[src/rtl/spi_regs_pkg.sv]
`timescale 1ns/1ps
package spi_regs_pkg;
  localparam int unsigned REG_ADDR_W  = 6;
  localparam int unsigned REG_DATA_W  = 8;
  localparam int unsigned PIN_SYNC_N  = 2;

  typedef enum logic [1:0] {
    PH_IDLE   = 2'd0,
    PH_HEADER = 2'd1,
    PH_WRITE  = 2'd2,
    PH_READ   = 2'd3
  } phase_e;
endpackage

[src/rtl/spi_pin_sync.sv]
`timescale 1ns/1ps
module spi_pin_sync #(
  parameter int unsigned N_PINS = 3,
  parameter int unsigned STAGES = 2,
  parameter logic [N_PINS-1:0] RST_VAL = '0
) (
  input  logic              clk,
  input  logic              rst_n,
  input  logic [N_PINS-1:0] pin_i,
  output logic [N_PINS-1:0] pin_o
);
  for (genvar p = 0; p < N_PINS; p++) begin : g_pin
    logic [STAGES-1:0] chain_q;
    logic [STAGES-1:0] chain_d;

    always_comb begin
      chain_d = {chain_q[STAGES-2:0], pin_i[p]};
    end

    always_ff @(posedge clk or negedge rst_n) begin
      if (!rst_n) begin
        chain_q <= {STAGES{RST_VAL[p]}};
      end else begin
        chain_q <= chain_d;
      end
    end

    assign pin_o[p] = chain_q[STAGES-1];
  end
endmodule

[src/rtl/spi_reg_bank.sv]
`timescale 1ns/1ps
module spi_reg_bank #(
  parameter int unsigned ADDR_W = 6,
  parameter int unsigned DATA_W = 8,
  localparam int unsigned DEPTH = 1 << ADDR_W
) (
  input  logic              clk,
  input  logic              rst_n,
  input  logic [ADDR_W-1:0] pp_addr,
  input  logic              pp_we,
  input  logic [DATA_W-1:0] pp_wdata,
  output logic [DATA_W-1:0] pp_rdata,
  input  logic [ADDR_W-1:0] ser_raddr,
  output logic [DATA_W-1:0] ser_rdata,
  input  logic              ser_we,
  input  logic [ADDR_W-1:0] ser_waddr,
  input  logic [DATA_W-1:0] ser_wdata
);
  logic [DEPTH*DATA_W-1:0] flat_q;

  for (genvar i = 0; i < DEPTH; i++) begin : g_ent
    logic              hit_pp;
    logic              hit_ser;
    logic              ent_en;
    logic [DATA_W-1:0] ent_d;
    logic [DATA_W-1:0] ent_q;

    always_comb begin
      hit_pp  = pp_we  && (pp_addr   == ADDR_W'(i));
      hit_ser = ser_we && (ser_waddr == ADDR_W'(i));
      ent_en  = hit_pp || hit_ser;
      ent_d   = ent_q;
      if (hit_pp) begin
        ent_d = pp_wdata;
      end
      if (hit_ser) begin
        ent_d = ser_wdata;
      end
    end

    always_ff @(posedge clk or negedge rst_n) begin
      if (!rst_n) begin
        ent_q <= '0;
      end else if (ent_en) begin
        ent_q <= ent_d;
      end
    end

    assign flat_q[i*DATA_W +: DATA_W] = ent_q;
  end

  assign pp_rdata  = flat_q[pp_addr   * DATA_W +: DATA_W];
  assign ser_rdata = flat_q[ser_raddr * DATA_W +: DATA_W];
endmodule

[src/rtl/spi_frame_ctrl.sv]
`timescale 1ns/1ps
module spi_frame_ctrl
  import spi_regs_pkg::*;
#(
  parameter int unsigned ADDR_W = 6,
  parameter int unsigned DATA_W = 8,
  localparam int unsigned BIT_W = $clog2(DATA_W)
) (
  input  logic              clk,
  input  logic              rst_n,
  input  logic              cs_n_s,
  input  logic              sclk_s,
  input  logic              mosi_s,
  input  logic [DATA_W-1:0] rd_data,
  output logic [ADDR_W-1:0] rd_addr,
  output logic              wr_en,
  output logic [ADDR_W-1:0] wr_addr,
  output logic [DATA_W-1:0] wr_data,
  output logic              miso,
  output phase_e            phase_o,
  output logic [BIT_W-1:0]  bit_o,
  output logic [ADDR_W-1:0] addr_o
);
  logic              sclk_q;
  phase_e            phase_q, phase_d, ph_now;
  logic [BIT_W-1:0]  bit_q, bit_d;
  logic [DATA_W-1:0] shin_q, shin_d;
  logic [DATA_W-1:0] shout_q, shout_d;
  logic [ADDR_W-1:0] addr_q, addr_d;
  logic              miso_q, miso_d;

  logic              sclk_rise, sclk_fall, last_bit;
  logic [DATA_W-1:0] byte_in;
  logic [ADDR_W-1:0] hdr_addr, step_addr;
  logic              hdr_rd;
  logic              shin_en, shout_en, addr_en;

  always_comb begin
    sclk_rise = sclk_s & ~sclk_q;
    sclk_fall = ~sclk_s & sclk_q;
    last_bit  = (bit_q == BIT_W'(DATA_W-1));
    byte_in   = {shin_q[DATA_W-2:0], mosi_s};
    hdr_addr  = byte_in[ADDR_W-1:0];
    hdr_rd    = shin_q[DATA_W-2];
    step_addr = addr_q + 1'b1;
    ph_now    = (phase_q == PH_IDLE) ? PH_HEADER : phase_q;
    rd_addr   = (ph_now == PH_HEADER) ? hdr_addr : step_addr;
  end

  always_comb begin
    phase_d  = phase_q;
    bit_d    = bit_q;
    shin_d   = shin_q;
    shout_d  = shout_q;
    addr_d   = addr_q;
    miso_d   = miso_q;
    wr_en    = 1'b0;
    shin_en  = 1'b0;
    shout_en = 1'b0;
    addr_en  = 1'b0;
    if (cs_n_s) begin
      phase_d = PH_IDLE;
      bit_d   = '0;
      miso_d  = 1'b0;
    end else begin
      phase_d = ph_now;
      if (sclk_rise) begin
        shin_en = 1'b1;
        shin_d  = byte_in;
        bit_d   = last_bit ? '0 : bit_q + 1'b1;
        if (last_bit) begin
          unique case (ph_now)
            PH_HEADER: begin
              addr_en = 1'b1;
              addr_d  = hdr_addr;
              if (hdr_rd) begin
                phase_d  = PH_READ;
                shout_en = 1'b1;
                shout_d  = rd_data;
              end else begin
                phase_d  = PH_WRITE;
              end
            end
            PH_WRITE: begin
              wr_en   = 1'b1;
              addr_en = 1'b1;
              addr_d  = step_addr;
            end
            PH_READ: begin
              addr_en  = 1'b1;
              addr_d   = step_addr;
              shout_en = 1'b1;
              shout_d  = rd_data;
            end
            default: begin
              phase_d = PH_HEADER;
            end
          endcase
        end
      end else if (sclk_fall && (ph_now == PH_READ)) begin
        miso_d   = shout_q[DATA_W-1];
        shout_en = 1'b1;
        shout_d  = {shout_q[DATA_W-2:0], 1'b0};
      end
    end
  end

  always_ff @(posedge clk or negedge rst_n) begin
    if (!rst_n) begin
      sclk_q  <= 1'b1;
      phase_q <= PH_IDLE;
      bit_q   <= '0;
      miso_q  <= 1'b0;
    end else begin
      sclk_q  <= sclk_s;
      phase_q <= phase_d;
      bit_q   <= bit_d;
      miso_q  <= miso_d;
    end
  end

  always_ff @(posedge clk or negedge rst_n) begin
    if (!rst_n) begin
      shin_q <= '0;
    end else if (shin_en) begin
      shin_q <= shin_d;
    end
  end

  always_ff @(posedge clk or negedge rst_n) begin
    if (!rst_n) begin
      shout_q <= '0;
    end else if (shout_en) begin
      shout_q <= shout_d;
    end
  end

  always_ff @(posedge clk or negedge rst_n) begin
    if (!rst_n) begin
      addr_q <= '0;
    end else if (addr_en) begin
      addr_q <= addr_d;
    end
  end

  assign wr_addr = addr_q;
  assign wr_data = byte_in;
  assign miso    = miso_q;
  assign phase_o = phase_q;
  assign bit_o   = bit_q;
  assign addr_o  = addr_q;
endmodule

[src/rtl/spi_reg_slave.sv]
`timescale 1ns/1ps
module spi_reg_slave
  import spi_regs_pkg::*;
#(
  parameter int unsigned ADDR_W      = REG_ADDR_W,
  parameter int unsigned DATA_W      = REG_DATA_W,
  parameter int unsigned SYNC_STAGES = PIN_SYNC_N,
  localparam int unsigned BIT_W      = $clog2(DATA_W)
) (
  input  logic              clk,
  input  logic              rst_n,
  input  logic              spi_cs_n,
  input  logic              spi_sclk,
  input  logic              spi_mosi,
  output logic              spi_miso,
  input  logic [ADDR_W-1:0] pp_addr,
  input  logic              pp_wr_en,
  input  logic [DATA_W-1:0] pp_wr_data,
  output logic [DATA_W-1:0] pp_rd_data
);
  logic [1:0]        rst_pipe_q;
  logic              rst_sync_n;
  logic [2:0]        pins_s;
  logic [ADDR_W-1:0] ser_rd_addr;
  logic [DATA_W-1:0] ser_rd_data;
  logic              ser_wr_en;
  logic [ADDR_W-1:0] ser_wr_addr;
  logic [DATA_W-1:0] ser_wr_data;
  phase_e            ctrl_phase;
  logic [BIT_W-1:0]  ctrl_bit;
  logic [ADDR_W-1:0] ctrl_addr;

  always_ff @(posedge clk or negedge rst_n) begin
    if (!rst_n) begin
      rst_pipe_q <= 2'b00;
    end else begin
      rst_pipe_q <= {rst_pipe_q[0], 1'b1};
    end
  end
  assign rst_sync_n = rst_pipe_q[1];

  spi_pin_sync #(
    .N_PINS (3),
    .STAGES (SYNC_STAGES),
    .RST_VAL(3'b011)
  ) u_sync (
    .clk  (clk),
    .rst_n(rst_sync_n),
    .pin_i({spi_mosi, spi_sclk, spi_cs_n}),
    .pin_o(pins_s)
  );

  spi_frame_ctrl #(
    .ADDR_W(ADDR_W),
    .DATA_W(DATA_W)
  ) u_ctrl (
    .clk    (clk),
    .rst_n  (rst_sync_n),
    .cs_n_s (pins_s[0]),
    .sclk_s (pins_s[1]),
    .mosi_s (pins_s[2]),
    .rd_data(ser_rd_data),
    .rd_addr(ser_rd_addr),
    .wr_en  (ser_wr_en),
    .wr_addr(ser_wr_addr),
    .wr_data(ser_wr_data),
    .miso   (spi_miso),
    .phase_o(ctrl_phase),
    .bit_o  (ctrl_bit),
    .addr_o (ctrl_addr)
  );

  spi_reg_bank #(
    .ADDR_W(ADDR_W),
    .DATA_W(DATA_W)
  ) u_bank (
    .clk      (clk),
    .rst_n    (rst_sync_n),
    .pp_addr  (pp_addr),
    .pp_we    (pp_wr_en),
    .pp_wdata (pp_wr_data),
    .pp_rdata (pp_rd_data),
    .ser_raddr(ser_rd_addr),
    .ser_rdata(ser_rd_data),
    .ser_we   (ser_wr_en),
    .ser_waddr(ser_wr_addr),
    .ser_wdata(ser_wr_data)
  );
endmodule

[config.mk]
export PLATFORM = sky130hd
export DESIGN_NAME = spi_reg_slave
export DESIGN_NICKNAME = d
export VERILOG_FILES = /design/src/rtl/spi_regs_pkg.sv /design/src/rtl/spi_pin_sync.sv /design/src/rtl/spi_reg_bank.sv /design/src/rtl/spi_frame_ctrl.sv /design/src/rtl/spi_reg_slave.sv
export SDC_FILE = /design/constraint.sdc
export NUM_CORES = 2
export LEC_CHECK = 0
export ABC_CLOCK_PERIOD_IN_PS = 20100
export BUFFER_PORTS_ARGS = -buffer_cell sky130_fd_sc_hd__buf_4
export CORE_MARGIN = 2
export CORE_UTILIZATION = 49
export DETAILED_ROUTE_END_ITERATION = 16
export SYNTH_ARGS = -nofsm -noshare
export SYNTH_HDL_FRONTEND = slang
export SYNTH_SLANG_ARGS = --single-unit
export TNS_END_PERCENT = 20
[constraint.sdc]
create_clock -name clk -period 20.1 [get_ports clk]
set_input_delay 2.01 -clock clk [delete_from_list [all_inputs] [get_ports clk]]
set_output_delay 2.01 -clock clk [all_outputs]
set_load 0.01 [all_outputs]
==> metrics.json <==
{
  "yosys": {
    "post-synth-top-count-cell": "sky130_fd_sc_hd__mux2i_1",
    "synthesis.area_um2": 34600,
    "synth.largest_area_cell": "sky130_fd_sc_hd__dfrtp_1",
    "synth_warnings": 0,
    "synth-seq-area-share": 0.3965,
    "postSynthNetCount": 3595,
    "ys.flop_type": "sky130_fd_sc_hd__dfrtp_1",
    "postSynthRegisterBits": 548,
    "synth.top_cells.by_area": "sky130_fd_sc_hd__dfrtp_1 (39%), sky130_fd_sc_hd__mux2i_1 (16%), sky130_fd_sc_hd__mux4_2 (13%), sky130_fd_sc_hd__a21oi_1 (7.3%), sky130_fd_sc_hd__nor2_1 (5.6%)",
    "post_synth_top_area_share": 0.3927,
    "syn_area_per_cell_um2": 9.695,
    "postSynthCellCount": 3569,
    "commonest_cells_post_synth": "sky130_fd_sc_hd__mux2i_1 (569), sky130_fd_sc_hd__dfrtp_1 (543), sky130_fd_sc_hd__nor2_1 (517), sky130_fd_sc_hd__a21oi_1 (506), sky130_fd_sc_hd__nand2_1 (396)",
    "synth_cell_types": 60,
    "proportion_of_register_bits_with_asynchronous_set_or_reset_after_synthesis": 1.000,
    "synth_enable_flop_cells": 0
  },
  "clock_tree": {
    "clockBufferDepth": 3,
    "cts_setup_buffers": 0,
    "cts_hold_buffers": 0,
    "tritoncts_num_sinks": 548,
    "tritoncts": "yes",
    "clk_transition_reported_paths_ps": 60,
    "cts.repair.resized": 0,
    "clkLatencyLatePin_ps": 620,
    "cts-buffers-inserted": 66,
    "cts_root_buf": "sky130_fd_sc_hd__clkbuf_16",
    "cts.htree.levels": 3
  },
  "timing": {
    "slew_headroom": 0.08376,
    "drv_slew": 0,
    "timing.final.setup_violations": 0,
    "clock-skew-final_ps": 19.39,
    "timing.final.crit_period_ps": 7767,
    "rsz0062_at_grt": "false",
    "fin_crit_sh": 0.3864,
    "tightest_slew_ps": 1369,
    "max_clock_freq_mhz": 128.8,
    "fin_setup_tns_ps": 0,
    "hold_fails_final_rpt": 0,
    "finalWorstSetupSlack_ps": 12330
  },
  "hold_path": {
    "whs_endpoint": "rst_pipe_q[1]$_DFF_PN0_",
    "min_from": "rst_pipe_q[0]$_DFF_PN0_",
    "timing.hold.worst.class": "reg -> reg",
    "timing.hold.worst_path_depth": 0
  },
  "drt": {
    "via_count": 29269,
    "detail_route.iter0.violations": 4089,
    "totalWireLength_mm": 130.3,
    "detail_route.drc_violations": 0,
    "vias_per_cell": 6.716,
    "postRouteAntennaNets": 0,
    "route.detailed.wl_per_inst_um": 29.90,
    "drt_first_pass_iters": 8
  },
  "placed_design": {
    "placed_area_um2": 34930,
    "placement.io_buffers": 28,
    "detailed_place_hpwl_mm": 81.69,
    "rd_place_congestion": 0.9328,
    "preCtsSetupSlack_ps": 12360,
    "numPlacedInstances": 4242
  },
  "cells_and_area": {
    "drive_gt1_frac": 0.1375,
    "fin_nets": 3396,
    "layoutNonFillerInstCount": 4358,
    "filler_cell_count": 6199,
    "regArea_um2": 13730,
    "area_growth_syn_to_layout_pct": 7.316,
    "multi_input_area_um2": 19430,
    "final_design_area_excluding_fillers_um2": 37130
  },
  "grt": {
    "grt_util_all_layers": 0.3552,
    "overflow": 0,
    "grt_start_max_net_pins": 85,
    "grt_antenna_before_repair": 6,
    "grt_first_pass_wirelength_mm": 191.9,
    "grt_pass1_vias": 27758
  },
  "power_and_ir_drop": {
    "power_per_cell_area_nw_per_um2": 97.56,
    "peakVddDrop_v": 0.0001791,
    "leakage_uw": 0.01611,
    "totalPowerFinal_uw": 3623
  },
  "setup_path": {
    "r2r-end": "u_ctrl.shout_q[7]$_DFFE_PN0P_",
    "setup.worst_path.class": "in -> out",
    "ff2ff_path_depth": 10,
    "crit_path_end_kind": "primary output",
    "cp-start-kind": "input pin",
    "reg2reg_slack_ps": 14490,
    "critPathMaxFanout": 84,
    "critPathArrivalTime_ps": 5760,
    "worst-endpoint-required_ps": 18090,
    "timing.rr.start": "u_sync.g_pin[2].chain_q[1]$_DFF_PN0_"
  },
  "floorplanning": {
    "floorplan.die.width_um": 269.7,
    "chip_height_um": 269.7,
    "core_region_area_um2": 70030,
    "placementRows": 97,
    "starting_density_of_the_core": 0.4941,
    "fp.dieArea_um2": 72750,
    "design.portCount": 29
  },
  "run_status": {
    "result_of_the_run": "complete, no violations"
  },
  "run": {
    "max-cap-violations": 0
  }
}
-- routing by layer --
layer | vias to the layer above | wire length (um) | track usage
met1 | 14393 | 49310 | 0.4650
li1 | 12413 | - | -
met3 | 502 | 14590 | 0.09253
met2 | 1951 | 57700 | 0.5359
met5 | - | 60 | 0
met4 | 10 | 8659 | 0.2035
-- state kept, by name (all words and copies together), names as in the netlist, 2 cells and up --
name,count
u_ctrl.phase_o,2
u_ctrl.bit_o,3
u_ctrl.shout_q,8
u_bank.g_ent.ent_q,512
u_sync.g_pin.chain_q,6
u_ctrl.addr_o,6
u_ctrl.shin_q,7
rst_pipe_q,2
-- layout make-up --
class / count / area share
diodes: 1 / 0.00006739
clock buffers: 100 / 0.05482
clock inverters: 15 / 0.004313
inverters: 6 / 0.0006065
multi-input cells: 2673 / 0.5232
flip-flops and latches: 548 / 0.3698
well taps: 940 / 0.03167
repair buffers: 75 / 0.01547
-- critical path, stage by stage --
cell and delay, ps:
sky130_fd_sc_hd__buf_8 670, sky130_fd_sc_hd__buf_4 900, sky130_fd_sc_hd__mux4_2 620, sky130_fd_sc_hd__mux4_2 590, sky130_fd_sc_hd__mux4_2 560, sky130_fd_sc_hd__buf_4 170
-- placed cells by master, fill, tap and decap left out, types with 17 or more instances in the layout --
cell type,synthesis,final
sky130_fd_sc_hd__a21oi_1,506,506
sky130_fd_sc_hd__and3_1,24,24
sky130_fd_sc_hd__buf_4,9,73
sky130_fd_sc_hd__clkbuf_16,0,71
sky130_fd_sc_hd__dfrtp_1,543,534
sky130_fd_sc_hd__mux2i_1,569,567
sky130_fd_sc_hd__mux4_2,207,207
sky130_fd_sc_hd__nand2_1,396,395
sky130_fd_sc_hd__nand3_1,195,195
sky130_fd_sc_hd__nand3_2,23,23
sky130_fd_sc_hd__nand4_1,19,19
sky130_fd_sc_hd__nor2_1,517,516
sky130_fd_sc_hd__nor2_2,18,19
sky130_fd_sc_hd__nor3_1,18,17
sky130_fd_sc_hd__o21ai_0,34,34
-- stage by stage --
| step | hold slack (ps) | util |
|---|---|---|
| CTS | 357.7 | 0.5302 |
| global route | 360.2 | 0.5302 |
| detailed placement | 339.4 | 0.4988 |
| floorplan | 331.2 | - |
| global placement | 337.4 | 0.4988 |
| finish | 355.3 | 0.5302 |
-- how the worst max path moves through the flow --
stage | startpoint | endpoint | slack (ps) | depth (start not counted)
global route | pp_addr[0] | pp_rd_data[1] | 12120 | 6
global placement | pp_addr[0] | pp_rd_data[1] | 12430 | 6
floorplan | rst_pipe_q[1]$_DFF_PN0_ | u_bank.g_ent[0].ent_q[0]$_DFFE_PN0P_ | 3700 | 0
detailed placement | pp_addr[0] | pp_rd_data[4] | 12360 | 6
finish | pp_addr[0] | pp_rd_data[5] | 12330 | 6
CTS | pp_addr[0] | pp_rd_data[1] | 12350 | 6
-- cell families (layout without fill, tap and decap cells) --
group | after synthesis | in the layout | synth area share
AOI/OAI and AO/OA | 627 | 627 | 0.09807
xor gates and xnor gates | 2 | 2 | 0.0005063
adders and majority gates | 6 | 6 | 0.002170
buffers and inverters | 348 | 196 | 0.04386
DFF | 548 | 548 | 0.3965
muxes | 786 | 786 | 0.3027
other | 1 | 2 | 0.0001084
and+or+nand+nor | 1251 | 1251 | 0.1561
-- power by group --
group | leakage (uW) | switching (uW) | internal (uW) | total (uW)
Sequential | 0.00541 | 155 | 1250 | 1400
Combinational | 0.00961 | 648 | 342 | 990
Clock | 0.00109 | 496 | 736 | 1230
Power figures use the tool's default switching activity.
